==> src/rtl/spi_cfg_pkg.sv <==
`timescale 1ns/1ps
package spi_cfg_pkg;
  localparam int SYNC_STAGES = 2;
  localparam int HDR_W  = 8;
  localparam int ADDR_W = 6;
  localparam int WORD_W = 16;
  localparam logic [ADDR_W-1:0] TXQ_PORT = 6'h3E;
  localparam logic [ADDR_W-1:0] RXQ_PORT = 6'h3F;

  typedef enum logic [2:0] {K_NONE, K_STROBE, K_REG_RD, K_REG_WR, K_TXQ, K_RXQ} cmd_kind_t;
  typedef enum logic [2:0] {PH_ADDR, PH_REG, PH_TXQ, PH_RXQ, PH_DONE} phase_t;
  typedef enum logic [1:0] {LD_ZERO, LD_STATUS, LD_REG, LD_RXQ} load_src_t;

  // Header byte: [7] bank select, [6] direction (1 = read), [5:0] address.
  function automatic cmd_kind_t decode_cmd(input logic [HDR_W-1:0] hdr,
                                           input logic [ADDR_W-1:0] n_strobe);
    logic [ADDR_W-1:0] a;
    a = hdr[ADDR_W-1:0];
    if (hdr[7]) return K_NONE;
    if (a < n_strobe) return K_STROBE;
    if (a == TXQ_PORT) return hdr[6] ? K_NONE : K_TXQ;
    if (a == RXQ_PORT) return hdr[6] ? K_RXQ : K_NONE;
    return hdr[6] ? K_REG_RD : K_REG_WR;
  endfunction
endpackage

==> src/rtl/spi_sync.sv <==
`timescale 1ns/1ps
module spi_sync #(
  parameter int WIDTH = 1,
  parameter int STAGES = 2,
  parameter logic [WIDTH-1:0] RESET_VAL = '0
) (
  input  logic             clk,
  input  logic             rst_n,
  input  logic [WIDTH-1:0] d,
  output logic [WIDTH-1:0] q
);
  logic [STAGES-1:0][WIDTH-1:0] chain;

  always_ff @(posedge clk or negedge rst_n) begin
    if (!rst_n) begin
      for (int s = 0; s < STAGES; s++) chain[s] <= RESET_VAL;
    end else begin
      chain[0] <= d;
      for (int s = 1; s < STAGES; s++) chain[s] <= chain[s-1];
    end
  end

  assign q = chain[STAGES-1];
endmodule

==> src/rtl/spi_edge.sv <==
`timescale 1ns/1ps
module spi_edge #(
  parameter logic INIT = 1'b0
) (
  input  logic clk,
  input  logic rst_n,
  input  logic lvl,
  output logic rise,
  output logic fall
);
  logic prev;

  always_ff @(posedge clk or negedge rst_n) begin
    if (!rst_n) prev <= INIT;
    else        prev <= lvl;
  end

  assign rise = lvl & ~prev;
  assign fall = ~lvl & prev;
endmodule

==> src/rtl/spi_cfg_ctrl.sv <==
`timescale 1ns/1ps
module spi_cfg_ctrl
  import spi_cfg_pkg::*;
#(
  parameter int N_STROBES = 15
) (
  input  logic              clk,
  input  logic              rst_n,
  input  logic              cs_act,
  input  logic              cs_start,
  input  logic              sck_rise,
  input  logic              sck_fall,
  input  logic              mosi,
  input  logic [HDR_W-1:0]  status_in,
  input  logic [WORD_W-1:0] reg_rdata,
  input  logic [HDR_W-1:0]  rxq_data,
  input  logic              rxq_empty,
  output logic [ADDR_W-1:0] reg_addr,
  output logic [WORD_W-1:0] reg_wdata,
  output logic              reg_we,
  output logic              strobe,
  output logic [ADDR_W-1:0] strobe_idx,
  output logic              txq_push,
  output logic [HDR_W-1:0]  txq_data,
  output logic              rxq_pop,
  output logic              so
);
  localparam int BIT_CW = $clog2(WORD_W);
  localparam logic [BIT_CW-1:0] LAST_BYTE_BIT = BIT_CW'(HDR_W - 1);
  localparam logic [BIT_CW-1:0] LAST_WORD_BIT = BIT_CW'(WORD_W - 1);

  phase_t            phase;
  load_src_t         ld_src;
  logic              ld_arm, ld_go, wr_mode, rx_held;
  logic [BIT_CW-1:0] bcnt;
  logic [WORD_W-1:0] sh_in, sh_out;

  // Named events shared by the sequencer and the assertions.
  logic [HDR_W-1:0]  byte_now;
  logic [WORD_W-1:0] word_now;
  logic [HDR_W-1:0]  rx_byte;
  cmd_kind_t         kind_now;
  logic              byte_end, word_end;

  assign byte_now = {sh_in[HDR_W-2:0], mosi};
  assign word_now = {sh_in[WORD_W-2:0], mosi};
  assign kind_now = decode_cmd(byte_now, ADDR_W'(N_STROBES));
  assign byte_end = sck_rise && (bcnt == LAST_BYTE_BIT);
  assign word_end = sck_rise && (bcnt == LAST_WORD_BIT);
  assign rx_byte  = rxq_empty ? {HDR_W{1'b0}} : rxq_data;

  always_ff @(posedge clk or negedge rst_n) begin
    if (!rst_n) begin
      phase <= PH_ADDR; ld_src <= LD_ZERO; ld_arm <= 1'b0; ld_go <= 1'b0;
      wr_mode <= 1'b0; rx_held <= 1'b0; bcnt <= '0; sh_in <= '0; sh_out <= '0;
      reg_addr <= '0; reg_wdata <= '0; reg_we <= 1'b0; strobe <= 1'b0;
      strobe_idx <= '0; txq_push <= 1'b0; txq_data <= '0; rxq_pop <= 1'b0;
      so <= 1'b1;
    end else begin
      reg_we <= 1'b0; strobe <= 1'b0; txq_push <= 1'b0; rxq_pop <= 1'b0;
      ld_go <= ld_arm; ld_arm <= 1'b0;
      if (!cs_act) begin
        phase <= PH_ADDR; bcnt <= '0; ld_go <= 1'b0; rx_held <= 1'b0; so <= 1'b1;
      end else if (cs_start) begin
        phase <= PH_ADDR; bcnt <= '0;
        so     <= status_in[HDR_W-1];
        sh_out <= {status_in[HDR_W-2:0], {(WORD_W-HDR_W+1){1'b0}}};
      end else begin
        // Loads run two cycles after a byte edge, so a pop has already landed.
        if (ld_go) begin
          unique case (ld_src)
            LD_STATUS: sh_out <= {status_in, {HDR_W{1'b0}}};
            LD_REG:    sh_out <= reg_rdata;
            LD_RXQ:    begin sh_out <= {rx_byte, {HDR_W{1'b0}}}; rx_held <= !rxq_empty; end
            default:   sh_out <= '0;
          endcase
        end
        if (sck_fall) begin
          so     <= sh_out[WORD_W-1];
          sh_out <= {sh_out[WORD_W-2:0], 1'b0};
        end
        if (sck_rise) begin
          sh_in <= word_now;
          bcnt  <= bcnt + 1'b1;
        end
        unique case (phase)
          PH_ADDR: if (byte_end) begin
            bcnt <= '0; reg_addr <= byte_now[ADDR_W-1:0];
            ld_arm <= 1'b1; ld_src <= LD_ZERO; phase <= PH_DONE;
            unique case (kind_now)
              K_STROBE: begin strobe <= 1'b1; strobe_idx <= byte_now[ADDR_W-1:0]; end
              K_REG_RD: begin phase <= PH_REG; wr_mode <= 1'b0; ld_src <= LD_REG; end
              K_REG_WR: begin phase <= PH_REG; wr_mode <= 1'b1; end
              K_TXQ:    begin phase <= PH_TXQ; ld_src <= LD_STATUS; end
              K_RXQ:    begin phase <= PH_RXQ; ld_src <= LD_RXQ; end
              default:  ;
            endcase
          end
          PH_REG: if (word_end) begin
            reg_we <= wr_mode; reg_wdata <= word_now;
            phase <= PH_DONE; ld_arm <= 1'b1; ld_src <= LD_ZERO;
          end
          PH_TXQ: if (byte_end) begin
            bcnt <= '0; txq_push <= 1'b1; txq_data <= byte_now;
            ld_arm <= 1'b1; ld_src <= LD_STATUS;
          end
          PH_RXQ: if (byte_end) begin
            bcnt <= '0; rxq_pop <= rx_held;
            ld_arm <= 1'b1; ld_src <= LD_RXQ;
          end
          default: ;
        endcase
      end
    end
  end

  // a strobe never lasts more than one cycle
  p_strobe_single_r2: assert property (@(posedge clk) disable iff (!rst_n)
    strobe |=> !strobe);
  // a register write only follows a sampled rising SCLK edge
  p_regwe_on_edge_r3: assert property (@(posedge clk) disable iff (!rst_n)
    reg_we |-> $past(sck_rise));
  // a push only follows a sampled rising SCLK edge
  p_push_on_edge_r6: assert property (@(posedge clk) disable iff (!rst_n)
    txq_push |-> $past(sck_rise));
  // never pop an empty receive queue
  p_no_pop_empty_r7: assert property (@(posedge clk) disable iff (!rst_n)
    rxq_pop |-> !rxq_empty);
  // no register write once the select has been seen deasserted
  p_no_write_deselected_r8: assert property (@(posedge clk) disable iff (!rst_n)
    reg_we |-> $past(cs_act));
endmodule

==> src/rtl/spi_cfg_slave.sv <==
`timescale 1ns/1ps
module spi_cfg_slave
  import spi_cfg_pkg::*;
#(
  parameter int N_STROBES = 15
) (
  input  logic              clk,
  input  logic              rst_n,
  input  logic              spi_sclk,
  input  logic              spi_csn,
  input  logic              spi_mosi,
  output logic              spi_miso,
  input  logic [HDR_W-1:0]  status_in,
  output logic [ADDR_W-1:0] reg_addr,
  output logic [WORD_W-1:0] reg_wdata,
  output logic              reg_we,
  input  logic [WORD_W-1:0] reg_rdata,
  output logic              strobe_pulse,
  output logic [ADDR_W-1:0] strobe_idx,
  output logic              txq_push,
  output logic [HDR_W-1:0]  txq_data,
  output logic              rxq_pop,
  input  logic [HDR_W-1:0]  rxq_data,
  input  logic              rxq_empty
);
  logic csn_s, sclk_s, mosi_s;
  logic sck_rise, sck_fall, cs_fall, cs_rise_unused;

  spi_sync #(.WIDTH(3), .STAGES(SYNC_STAGES), .RESET_VAL(3'b100)) u_sync (
    .clk(clk), .rst_n(rst_n),
    .d({spi_csn, spi_sclk, spi_mosi}),
    .q({csn_s, sclk_s, mosi_s})
  );

  spi_edge #(.INIT(1'b0)) u_sck_edge (
    .clk(clk), .rst_n(rst_n), .lvl(sclk_s), .rise(sck_rise), .fall(sck_fall)
  );

  spi_edge #(.INIT(1'b1)) u_cs_edge (
    .clk(clk), .rst_n(rst_n), .lvl(csn_s), .rise(cs_rise_unused), .fall(cs_fall)
  );

  spi_cfg_ctrl #(.N_STROBES(N_STROBES)) u_ctrl (
    .clk(clk), .rst_n(rst_n),
    .cs_act(~csn_s), .cs_start(cs_fall),
    .sck_rise(sck_rise), .sck_fall(sck_fall), .mosi(mosi_s),
    .status_in(status_in), .reg_rdata(reg_rdata),
    .rxq_data(rxq_data), .rxq_empty(rxq_empty),
    .reg_addr(reg_addr), .reg_wdata(reg_wdata), .reg_we(reg_we),
    .strobe(strobe_pulse), .strobe_idx(strobe_idx),
    .txq_push(txq_push), .txq_data(txq_data),
    .rxq_pop(rxq_pop), .so(spi_miso)
  );

  // once deselection has crossed the synchronizer, MISO rests high
  p_miso_idle_high_r9: assert property (@(posedge clk) disable iff (!rst_n)
    $past(spi_csn, SYNC_STAGES + 1) |-> spi_miso);
endmodule

==> config.mk <==
export PLATFORM = sky130hd
export DESIGN_NAME = spi_cfg_slave
export DESIGN_NICKNAME = d
export VERILOG_FILES = /design/src/rtl/spi_cfg_pkg.sv /design/src/rtl/spi_sync.sv /design/src/rtl/spi_edge.sv /design/src/rtl/spi_cfg_ctrl.sv /design/src/rtl/spi_cfg_slave.sv
export SDC_FILE = /design/constraint.sdc
export NUM_CORES = 1
export LEC_CHECK = 0
export BUFFER_PORTS_ARGS = -buffer_cell sky130_fd_sc_hd__buf_2
export CAP_MARGIN = 20
export CORE_MARGIN = 2
export CORE_UTILIZATION = 50
export CTS_BUF_LIST = sky130_fd_sc_hd__clkbuf_8 sky130_fd_sc_hd__clkbuf_16
export CTS_CLUSTER_DIAMETER = 50
export DETAILED_ROUTE_END_ITERATION = 16
export GPL_TIMING_DRIVEN = 0
export MAX_ROUTING_LAYER = met4
export PLACE_DENSITY = 0.73
export SLEW_MARGIN = 20
export SYNTH_ARGS = -nofsm -noshare
export SYNTH_HDL_FRONTEND = slang
export SYNTH_SLANG_ARGS = --single-unit
==> constraint.sdc <==
create_clock -name clk -period 2.98 [get_ports clk]
set_clock_uncertainty 0.2 [all_clocks]
set_input_delay 0.447 -clock clk [delete_from_list [all_inputs] [get_ports clk]]
set_output_delay 0.447 -clock clk [all_outputs]
set_load 0.05 [all_outputs]
==> Yosys cells after proc, flatten, opt, wreduce, memory -nomap -nowiden <==
Index checks and enable logic that the tools add are counted.
{ "word_totals": {"ff_bits": 93, "output_inout_bits": 41, "in_bits": 38, "wordCells": 149} }
{ "op_classes": {"n_reduce_logical": 23, "n_mux": 73, "n_bitwise": 7, "n_eq_ne": 22, "addsub": 1, "n_lt_le_gt_ge": 1} }
{ "ops": {"columns": ["cell", "count"], "rows": [
  ["$mux 16", 3],
  ["$pmux 16 s3", 1],
  ["$mux 3", 14],
  ["$mux 1", 39],
  ["$mux 4", 5],
  ["$eq 3x2->1 const B", 4],
  ["$eq 6x6->1 const B", 2],
  ["$reduce_and 4->1", 3],
  ["$ne 2x1->1 const B", 5],
  ["$reduce_and 5->1", 2],
  ["$pmux 3 s3", 1],
  ["$reduce_and 3->1", 3],
  ["$mux 2", 4],
  ["$mux 8", 1],
  ["$ne 4x3->1 const B", 2],
  ["$pmux 2 s4", 1],
  ["$reduce_bool 4->1", 2],
  ["$reduce_and 7->1", 1],
  ["$eq 3x1->1 const B", 2],
  ["$eq 3x3->1 const B", 2],
  ["$lt 6x4->1 const B", 1],
  ["$pmux 2 s3", 1],
  ["$pmux 3 s2", 1],
  ["$reduce_bool 2->1", 3],
  ["15 further kinds", 24]
]} }

==> Logic depth before layout (Yosys ltp) <==
Gate-level depths: netlist of run 1.
{ "depth": {"ltp_word": 19, "mapped_depth": 8, "depth_no_buf": 7} }

==> Cells and area by module <==
A second synthesis of run 1 with hierarchy kept.
{ "hier_totals": {"cells_unflattened": 372, "area_unflattened_um2": 4249.1} }
{ "modules_own_cells": {"columns": ["module", "cells_each", "n_inst", "area_per_inst_um2", "seq_area_each_um2"], "rows": [
  ["spi_cfg_ctrl", 356, 1, 3988.8, 2128.3],
  ["spi_sync", 9, 1, 175.2, 152.6],
  ["spi_edge at u_cs_edge", 3, 1, 41.3, 26.3],
  ["spi_edge at u_sck_edge", 3, 1, 40.0, 25.0],
  ["spi_cfg_slave", 1, 1, 3.8, 0.0]
]} }

==> Worst setup path before layout of run 1 <==
OpenSTA, ideal clock, no wires.
{ "synth_path": {"path_kind": "register to register", "start": "register u_ctrl.sh_in[3]", "end": "register u_ctrl.strobe_idx[0]", "synth_period_minus_slack_ps": 2483, "n_path_buf": 1, "setup_ps": 125, "path_slack_ps": 497, "path_stages_with_launch": 9, "required_time_ps": 2655, "arrival_ps": 2158, "path_cell_list": "dfrtp_1 clkbuf_1 nand2_1 nor2_1 ha_1 nor4bb_1 mux2i_1 nor4_4 mux2_2"} }
{ "synth_between": {"elab_chain_cells": 11, "word_cells_on_any_way": 21, "cone_classes": "order compare (1); eq/ne (3); mux (16); reduce/logical (1)"} }
{ "synth_lines": {"columns": ["element", "line", "rtl"], "rows": [
  ["from (decl)", "spi_cfg_ctrl.sv:36", "logic [WORD_W-1:0] sh_in, sh_out;"],
  ["from (signal assigned)", "spi_cfg_ctrl.sv:83", "sh_in <= word_now;"],
  ["parallel branches: the longest is 7 deep, another holds $lt 6x4->1", null, null],
  ["$mux 3 *", "spi_cfg_pkg.sv:21", "if (a == TXQ_PORT) return hdr[6] ? K_NONE : K_TXQ;"],
  ["$mux 3 *", "spi_cfg_pkg.sv:20", "if (a < n_strobe) return K_STROBE;"],
  ["$eq 3x1->1 *", "spi_cfg_ctrl.sv:90", "unique case (kind_now)"],
  ["$reduce_and 5->1 (no source line) *", null, null],
  ["to (signal assigned)", "spi_cfg_ctrl.sv:57", "strobe_idx <= '0; txq_push <= 1'b0; txq_data <= '0; rxq_pop <= 1'b0;"],
  ["to (signal assigned)", "spi_cfg_ctrl.sv:91", "K_STROBE: begin strobe <= 1'b1; strobe_idx <= byte_now[ADDR_W-1:0]; end"],
  ["to (decl)", "spi_cfg_ctrl.sv:22", "output logic [ADDR_W-1:0] strobe_idx,"]
]} }
Every way passes the cells marked *. The select of a mux whose other input is x is not followed.
A chain may end at the register's enable or synchronous reset.

==> Final worst setup path of run 1 <==
{ "layout_path": {"start": "register u_ctrl.sh_in[3]", "end": "register u_ctrl.strobe_idx[4]"} }
{ "layout_between": {"elab_chain_cells": 11, "word_cells_on_any_way": 21, "cone_classes": "order compare (1); eq/ne (3); mux (16); reduce/logical (1)"} }
{ "layout_lines": {"columns": ["element"], "rows": [
  ["parallel branches: the longest is 11 deep, another holds $lt 6x4->1"]
]} }
Several ways; the timed one is not identified. The select of a mux whose other input is x is not followed.

==> results.toml, run 1 <==
[grt]
grt_pass1_wl_mm = 14.6
overflow = 0
grt_usage_pct = 21.3
grt_max_degree = 59
grt_pass1_vias = 3076
antenna_found_initial = 0

[clock_tree]
root_buffer = "clkbuf_8"
htree_levels = 3
cts_buffers = 9
cts_num_sinks = 93
ctsResizeCount = 0
tritoncts = "built"
cts_buffer_depth = 2
clkLatencyLatePin_ns = 0.35
cts.reportedPaths.clkPinSlew_ns = 0.10

[layout]
drive_above_1_share_pct = 37.4
n_antenna_cell = 0
area.sequential_sq_mm = 0.00233
multiInputGateArea_sq_mm = 0.00173
fillCellCount = 656
layoutNonFillerInstCount = 549
utilization_pct = 61.9
nets = 480
area_growth_pct = 20.6

[power_and_ir_drop]
p_leak_nw = 2.40
powerDensity_mw_per_mm2 = 521
p_total_mw = 2.62
ir_drop_v = 0.000371

[drt]
routed_via_density = 5.65
wire_per_inst_um = 16.1
routed-via-count = 3103
routed_wl_mm = 8.83
antenna_left = 0
drt_iter0_drc = 189
drc = 0
firstDrtPassIters = 4

[outcome]
status = "finished clean"

[die]
core_sq_mm = 0.00813
rows = 33
dieArea_sq_mm = 0.00909
die_w_um = 95.4
start_util_pct = 51.3
dieHeight_um = 95.4
io_pins = 79

[placement]
port_buffers = 78
hpwl_mm = 6.19
place_inst = 527
gp_congestion = 0.895

[sta]
slew_violations = 0
max_slew.worst_pin.slew_ns = 0.895
setup_viol = 0
period_needed_ns = 2.75
setup_tns_ns = 0
slew_headroom_pct = 39.8
max_freq_mhz = 363
finalHoldViolCount = 0
fin_crit_sh_pct = 92.3

[synth]
ys_seq_area_share_pct = 55.9
synthesis.nets = 383
synth.most_common_cell = "dfrtp_1"
syn_area_per_cell_sq_um = 12.2
ys_ff_latch = 93
synthTopCellsByCount = "dfrtp_1, mux2_2, nand2_1, nor2_1, o21ai_0"
synth_top_cell_area_share_pct = 53.4
yosysWarnings = 0
synthFlopType = "dfrtp_1"
postSynthCellCount = 343
ys_types = 55
yosysTopAreaCell = "dfrtp_1"
synth_area_leaders = "dfrtp_1, mux2_2, nand3b_1"
postSynth.asyncResetShare_pct = 100
synth_edf_count = 0
syn_area_sq_mm = 0.00417

[setup_path]
end_kind = "register"
worstPathMaxFanout = 10
worstPathRequired_ns = 3.03
startpoint_type = "register"
critPathArrivalTime_ns = 2.80
path_class = "reg -> reg"

[flow_run]
drv_cap = 0

[hold_path]
hp-class = "reg -> reg"
metrics by stage:
| step | worst slack, ns | hold slack, ns | instance area, sq um |
|---|---|---|---|
| after floorplan | 0.497 | -0.0486 | 4170 |
| after global placement | 0.139 | 0.134 | 4690 |
| after detailed placement | 0.000248 | 0.140 | 4720 |
| after CTS | 0.0884 | 0.143 | 5000 |
| after global routing | -0.00982 | 0.170 | 5030 |
| final | 0.228 | 0.159 | 5030 |
path summary, 6_finish.rpt:
check                                             from                          endpoint  slack [ns]  depth (start not counted)
max                        u_ctrl.sh_in[3]$_DFFE_PN0P_  u_ctrl.strobe_idx[4]$_DFFE_PN0P_        0.23                          8
min                          u_sync.chain[1]$_DFF_PN0_             u_sync.q[1]$_DFF_PN0_        0.16                          0
max in group asynchronous                        rst_n          u_cs_edge.prev$_DFF_PN1_        1.53                          3
max reg2reg                u_ctrl.sh_in[3]$_DFFE_PN0P_  u_ctrl.strobe_idx[4]$_DFFE_PN0P_        0.23                          8
min reg2reg                  u_sync.chain[1]$_DFF_PN0_             u_sync.q[1]$_DFF_PN0_        0.16                          0
min in group asynchronous                        rst_n             u_sync.q[1]$_DFF_PN0_        0.38                          2
power by group:
group          internal, mW  switching, mW
Combinational         0.104          0.127
Clock                 0.563          0.438
Sequential             1.31         0.0781
Total                  1.98          0.643
critical path: stages (launching register included):
cell and delay, ns:
dfrtp_1 0.56, nand2_1 0.17, nor2_1 0.14, ha_1 0.29
nor4bb_1 0.30, mux2i_1 0.18, nor4_4 0.30, buf_4 0.18
mux2_2 0.33
timing repair:
| action | CTS | global route |
|---|---|---|
| setup endpoints to repair | 6 | 6 |
| pin swaps | 0 | 2 |
| hold buffers | 4 | 0 |
| buffers inserted | 0 | 4 |
| cloned | 0 | 0 |
| hold endpoints to repair | 35 | 0 |
flip-flops by register name (all words and copies together) (netlist names), 2 cells and up:
name / count
u_ctrl.sh_out: 16
u_ctrl.reg_addr: 6
u_sync.q: 3
u_ctrl.phase: 3
u_ctrl.reg_wdata: 16
u_sync.chain: 3
u_ctrl.sh_in: 15
u_ctrl.txq_data: 8
u_ctrl.ld_src: 2
u_ctrl.strobe_idx: 6
u_ctrl.bcnt: 4
layout make-up:
cell class | count | area share (%)
clock buffers | 9 | 2.46
inverters | 5 | 0.373
plain buffers | 20 | 1.79
flip-flops and latches | 93 | 46.3
well taps | 105 | 2.61
repair buffers | 87 | 9.74
clock inverters | 6 | 2.36
multi-input cells | 224 | 34.3
cells by family (layout without fill, tap and decap cells):
kind of cell               count (synthesis)  after routing  share of synthesized area, %
xor gates and xnor gates                   5              5                          1.05
and+or+nand+nor                          103            103                          15.4
adders and majority gates                  2              2                         0.600
buffers and inverters                     26            127                          2.70
AOI/OAI and AO/OA                         58             58                          9.39
muxes                                     56             56                          15.0
DFF                                       93             93                          55.9
placed cells by master, fill, tap and decap left out, types with 5 or more instances in the layout:
| master | count |
|---|---|
| o22ai_1 | 6 |
| buf_4 | 6 |
| nand3b_1 | 16 |
| nand2_1 | 22 |
| o21ai_0 | 17 |
| nand4b_1 | 10 |
| nor3b_1 | 7 |
| a22oi_1 | 7 |
| a41oi_1 | 6 |
| a21oi_1 | 5 |
| clkbuf_8 | 9 |
| clkbuf_1 | 15 |
| nor2_1 | 17 |
| nor2b_1 | 5 |
| mux2_2 | 52 |
| buf_2 | 79 |
| dfrtp_1 | 89 |
layer usage:
metal / part of all wire (%) / global-route usage [%] / up-vias / wire, um
li1: - / - / 1454 / -
met1: 45 / 28.9 / 1532 / 4010
met2: 47 / 32.2 / 100 / 4160
met3: 5.9 / 3.87 / 17 / 525
met4: 1.6 / 8.09 / 0 / 138
met5: 0 / - / - / 0
(Power assumes the default switching activity.)
==> run 2: changes to the inputs <==
Settings changed: PLACE_DENSITY 0.73 to default, PLACE_DENSITY_LB_ADDON from default to 0.12, TNS_END_PERCENT from default to 30.
==> run 2 against run 1 <==
Clock power down 11%. First-iteration DRC count down 5.3%. Fmax about the same. Register-to-register slack about the same. Combinational power about the same. Setup slack better by 0.0026 ns. Count of clock-buffer cells in the layout unchanged. Sequential power about the same. Global-route usage up 0.50 points. Routed wire length up 2.2%. Non-clock buffer count down 1. Via count up 0.23%.
==> results.toml, run 2 (synthesis results as in run 1) <==
[clock_tree]
cts.reportedPaths.clkPinSlew_ns = 0.10
cts_buffer_depth = 2
tritoncts = "built"
root_buffer = "clkbuf_8"
clkLatencyLatePin_ns = 0.36
cts_buffers = 9
cts_num_sinks = 93
htree_levels = 3

[grt]
grt_max_degree = 49
grt_pass1_vias = 3120
overflow = 0
grt_pass1_wl_mm = 15.0
antenna_found_initial = 0
grt_usage_pct = 21.8

[placement]
hpwl_mm = 6.15
place_area_sq_mm = 0.00473
post-place-ws_ns = 0.0161
place_inst = 527
gp_congestion = 0.828
port_buffers = 78

[layout]
multiInputGateArea_sq_mm = 0.00173
mostFrequentLayoutCells = "dfrtp_1, buf_2, mux2_2, nand2_1"
layoutNonFillerInstCount = 549
area_growth_pct = 19.9
drive_above_1_share_pct = 37.6
utilization_pct = 61.5
n_antenna_cell = 0
design_area_sq_mm = 0.00500
fillCellCount = 678
final_common_cell = "dfrtp_1"
nets = 479
area.sequential_sq_mm = 0.00233
top_regs = "u_ctrl.reg_wdata (16), u_ctrl.sh_out (16), u_ctrl.sh_in (15)"

[setup_path]
worstPathRequired_ns = 3.03
worstPathMaxFanout = 8
end_kind = "register"
path_class = "reg -> reg"
startpoint_type = "register"
critPathArrivalTime_ns = 2.80

[die]
io_pins = 79
rows = 33
die_w_um = 95.4
dieArea_sq_mm = 0.00909
dieHeight_um = 95.4
start_util_pct = 51.3
core_sq_mm = 0.00813

[sta]
setup_tns_ns = 0
setup_viol = 0
max_freq_mhz = 364
finalHoldViolCount = 0
slew_violations = 0
period_needed_ns = 2.75
slew_headroom_pct = 35.8
rsz0062_at_grt = "false"
setup_ws_ns = 0.231
fin_crit_sh_pct = 92.3
max_slew.worst_pin.slew_ns = 0.955

[drt]
drc = 0
routed-via-count = 3110
antenna_left = 0
wire_per_inst_um = 16.4
routed_via_density = 5.66
routed_wl_mm = 9.03
firstDrtPassIters = 4
drt_iter0_drc = 179

[power_and_ir_drop]
ir_drop_v = 0.000263
p_leak_nw = 2.38
powerDensity_mw_per_mm2 = 502

[hold_path]
hp-class = "in -> reg"

[flow_run]
drv_cap = 0

[outcome]
status = "finished clean"
## run 2: repair_timing
item	in CTS	in global routing
endpoints found under the hold margin	44	0
endpoints found under the setup margin	0	6
setup buffers	0	3
resized for setup	0	1
hold buffers	4	0
## run 2: worst paths after layout
path / cells after the start / to / slack (ns) / from
setup / recovery: 8 / u_ctrl.strobe_idx[5]$_DFFE_PN0P_ / 0.23 / u_ctrl.sh_in[0]$_DFFE_PN0P_
hold / removal: 3 / u_ctrl.so$_DFFE_PN1P_ / 0.14 / status_in[7]
setup reg to reg: 8 / u_ctrl.strobe_idx[5]$_DFFE_PN0P_ / 0.23 / u_ctrl.sh_in[0]$_DFFE_PN0P_
hold reg to reg: 0 / u_sync.q[0]$_DFF_PN0_ / 0.16 / u_sync.chain[0]$_DFF_PN0_
max in group asynchronous: 3 / u_ctrl.reg_wdata[4]$_DFFE_PN0P_ / 1.65 / rst_n
min in group asynchronous: 2 / u_ctrl.sh_out[12]$_DFFE_PN0P_ / 0.35 / rst_n
## run 2: area by class of cell
class	instances	share of cell area [%]
Buffer	20	1.80
Clock buffer	9	2.48
Clock inverter	7	1.85
Inverter	5	0.375
Multi-Input combinational cell	224	34.5
Sequential cell	93	46.6
Tap cell	105	2.63
Timing Repair Buffer	86	9.73
## run 2: routing by layer
layer  vias up  wire length, um  track usage [%]
met2        90             4330             35.1
met5         -                0                -
met1      1559             4110             28.5
li1       1451                -                -
met4         0              104             6.04
met3        10              491             4.03
## run 2: per-stage QoR
stage	power, mW	hold WS, ns
after floorplan	1.52	-0.0486
after global placement	1.62	0.134
after detailed placement	1.64	0.136
after CTS	2.53	0.133
after global routing	2.62	0.148
final	2.51	0.140
## run 2: worst max-delay path, cell delays in order (launching register included)
cell,delay [ns]
dfrtp_1,0.48
nand4_1,0.22
nor2_1,0.15
ha_1,0.28
nor4bb_1,0.28
mux2i_1,0.19
nor4_4,0.28
buf_4,0.21
mux2_2,0.34
## run 2: power breakdown
part | internal [mW] | leakage [nW] | switching (mW)
Combinational | 0.104 | 1.02 | 0.128
Clock | 0.410 | 0.109 | 0.485
Sequential | 1.31 | 1.26 | 0.0742
Total | 1.82 | 2.38 | 0.688
==> run 3: changes to the inputs <==
Settings changed: ABC_AREA from default to 1.
==> run 3 against run 2 <==
Synthesized cell count rose by 37%. Core utilization fell by 0.40 points. Worst hold slack got worse by 0.041 ns. Count of clock-buffer cells in the layout rose by 1. Sequential share of layout area rose by 0.52 points.
==> results.toml, run 3 <==
[layout]
area.sequential_sq_mm = 0.00233
mostFrequentLayoutCells = "nand2_1, dfrtp_1, buf_2, o21ai_0, inv_1"
top_regs = "u_ctrl.reg_wdata (16), u_ctrl.sh_out (16), u_ctrl.sh_in (15)"
n_antenna_cell = 0
multiInputGateArea_sq_mm = 0.00150
fillCellCount = 787
drive_above_1_share_pct = 20.9
final_common_cell = "nand2_1"
area_growth_pct = 20.3
nets = 605

[drt]
routed.top_layer = "met4"
wl_met1_mm = 4.56
routed_via_density = 5.20
dr_wl_met2_mm = 4.30
antenna_left = 0
drc = 0
firstDrtPassIters = 5
routed_wl_mm = 9.44
wire_per_inst_um = 14.0
drt_iter0_drc = 162
routed-via-count = 3508
dr_wl_met3_um = 529

[clock_tree]
cts.reportedPaths.clkPinSlew_ns = 0.10
cts_buffer_depth = 2
cts_buffers = 9
clkLatencyLatePin_ns = 0.35
cts_num_sinks = 93
root_buffer = "clkbuf_8"
tritoncts = "built"
htree_levels = 3
ctsResizeCount = 0

[grt]
grt_usage_pct = 23.5
antenna_found_initial = 0
grt_pass1_wl_mm = 16.0
grt_max_degree = 76
grt_pass1_vias = 3342
overflow = 0

[sta]
period_needed_ns = 2.13
setup_tns_ns = 0
slew_headroom_pct = 60.0
setup_ws_ns = 0.851
setup_viol = 0
rsz0062_at_grt = "false"
max_freq_mhz = 470
finalHoldViolCount = 0
fin_hold_ws_ns = 0.0990
fin_crit_sh_pct = 71.4
slew_violations = 0
max_slew.worst_pin.slew_ns = 0.598

[synth]
syn_area_per_cell_sq_um = 8.73
synthesis.nets = 511
synth.most_common_cell = "nand2_1"
syn_area_sq_mm = 0.00411
synthFlopType = "dfrtp_1"
synthTopCellsByCount = "nand2_1, dfrtp_1, o21ai_0, inv_1, nand3_1"
postSynth.asyncResetShare_pct = 100
synth_edf_count = 0
ys_seq_area_share_pct = 56.7
ys_ff_latch = 93
yosysTopAreaCell = "dfrtp_1"
ys_types = 34
synth_top_cell_area_share_pct = 54.1
yosysWarnings = 0
postSynthCellCount = 471
synth_area_leaders = "dfrtp_1, nand2_1, o21ai_0"

[setup_path]
cp_cell_sequence = "nand2_1, nor2_1, inv_1, nor2_1, ha_1, inv_1, nand2_1, nand2_1, nand3_1, inv_1, nand2_4, nor2_1, nor2_1"
path_class = "reg -> reg"
cp_slowest_cell = "dfrtp_1"
critPathMaxStageDelay_ns = 0.44
end_kind = "register"
worstPathRequired_ns = 3.03
worst-path-buf-inv = 3
r2r-start = "u_ctrl.sh_in[3]$_DFFE_PN0P_"
critPathTopFamily = "simple AND/OR/NAND/NOR gates"
reg2reg_slack_ns = 0.85
path_depth = 13
critPathArrivalTime_ns = 2.17
rr_endpoint = "u_ctrl.strobe_idx[2]$_DFFE_PN0P_"
worstPathMaxFanout = 8
rr_worst_depth = 13
crit_path_frequent_cell = "nor2_1"
startpoint_type = "register"

[power_and_ir_drop]
p_total_mw = 2.55
p_leak_nw = 2.51
ir_drop_v = 0.000267
powerDensity_mw_per_mm2 = 516

[placement]
post-place-ws_ns = 0.875
gp_congestion = 0.884
port_buffers = 78
hpwl_mm = 6.76

[die]
io_pins = 79
dieArea_sq_mm = 0.00897
core_sq_mm = 0.00809
rows = 33
start_util_pct = 50.8
dieHeight_um = 94.7
die_w_um = 94.7

[hold_path]
whs_path_depth = 2
hold_end = "u_ctrl.rx_held$_DFFE_PN0P_"
holdCritStartpoint = "rxq_empty"
hp-class = "in -> reg"

[flow_run]
drv_cap = 0

[outcome]
status = "finished clean"
==> run 3: changes by cell type in the layout (fill, tap and decap cells not counted), moves of 6 or more <==
| cell | before | now |
|---|---|---|
| nor3b_1 | 7 | 1 |
| nand2_1 | 22 | 109 |
| inv_1 | 4 | 49 |
| a22oi_1 | 7 | 1 |
| nand4b_1 | 10 | 0 |
| a41oi_1 | 6 | 0 |
| mux2_2 | 52 | 1 |
| nand3b_1 | 16 | 0 |
| a21oi_1 | 5 | 11 |
| nor2_1 | 17 | 38 |
| nand3_1 | 2 | 40 |
| o21ai_0 | 17 | 64 |
==> run 3: how the worst max path moves through the flow <==
stage	slack (ns)	to	from
floorplan	1.14	u_ctrl.strobe_idx[0]$_DFFE_PN0P_	u_ctrl.sh_in[3]$_DFFE_PN0P_
global placement	0.39	u_ctrl.reg_wdata[12]$_DFFE_PN0P_	rst_n
detailed placement	0.88	u_ctrl.strobe_idx[2]$_DFFE_PN0P_	u_ctrl.sh_in[3]$_DFFE_PN0P_
CTS	0.86	u_ctrl.strobe_idx[2]$_DFFE_PN0P_	u_ctrl.sh_in[2]$_DFFE_PN0P_
global route	0.60	u_ctrl.strobe_idx[3]$_DFFE_PN0P_	u_ctrl.sh_in[2]$_DFFE_PN0P_
finish	0.85	u_ctrl.strobe_idx[2]$_DFFE_PN0P_	u_ctrl.sh_in[3]$_DFFE_PN0P_
==> run 3: report_power, final <==
group,switching [mW],leakage [nW],internal (mW)
logic,0.156,1.12,0.0743
clock network,0.466,0.121,0.514
registers,0.0357,1.26,1.31
==> run 3: kinds of logic after synthesis <==
group / Yosys count / share of synthesized area [%]
and+or+nand+nor: 202 / 21.9
xor gates and xnor gates: 1 / 0.213
DFF: 93 / 56.7
AOI/OAI and AO/OA: 102 / 13.6
muxes: 1 / 0.274
adders and majority gates: 2 / 0.608
buffers and inverters: 70 / 6.78
==> run 3: repair_timing <==
| item | in CTS | in global routing |
|---|---|---|
| buffers inserted | 0 | 0 |
| hold endpoints to repair | 21 | 0 |
| hold buffers | 4 | 0 |
==> run 3: final cells by class <==
class,instances,area share [%]
sequential,93,47.1
multi-input combinational,308,30.4
timing repair buffer,83,9.38
inverter,53,4.12
clock buffer,10,2.78
tap,105,2.66
clock inverter,6,2.02
buffer,17,1.52
==> run 3: layer usage <==
metal | GRT usage, % | vias up
met5 | - | -
met4 | 5.19 | 0
met3 | 3.91 | 4
met2 | 34.8 | 103
met1 | 34.4 | 1665
li1 | - | 1736
==> run 3: through the flow <==
step	utilization, %	instances	cell area (sq um)
2_1_floorplan	-	471	4110
3_3_place_gp	57.3	654	4640
3_5_place_dp	57.7	655	4670
4_1_cts	61.1	675	4950
5_1_grt	61.1	675	4950
6_report	61.1	675	4950
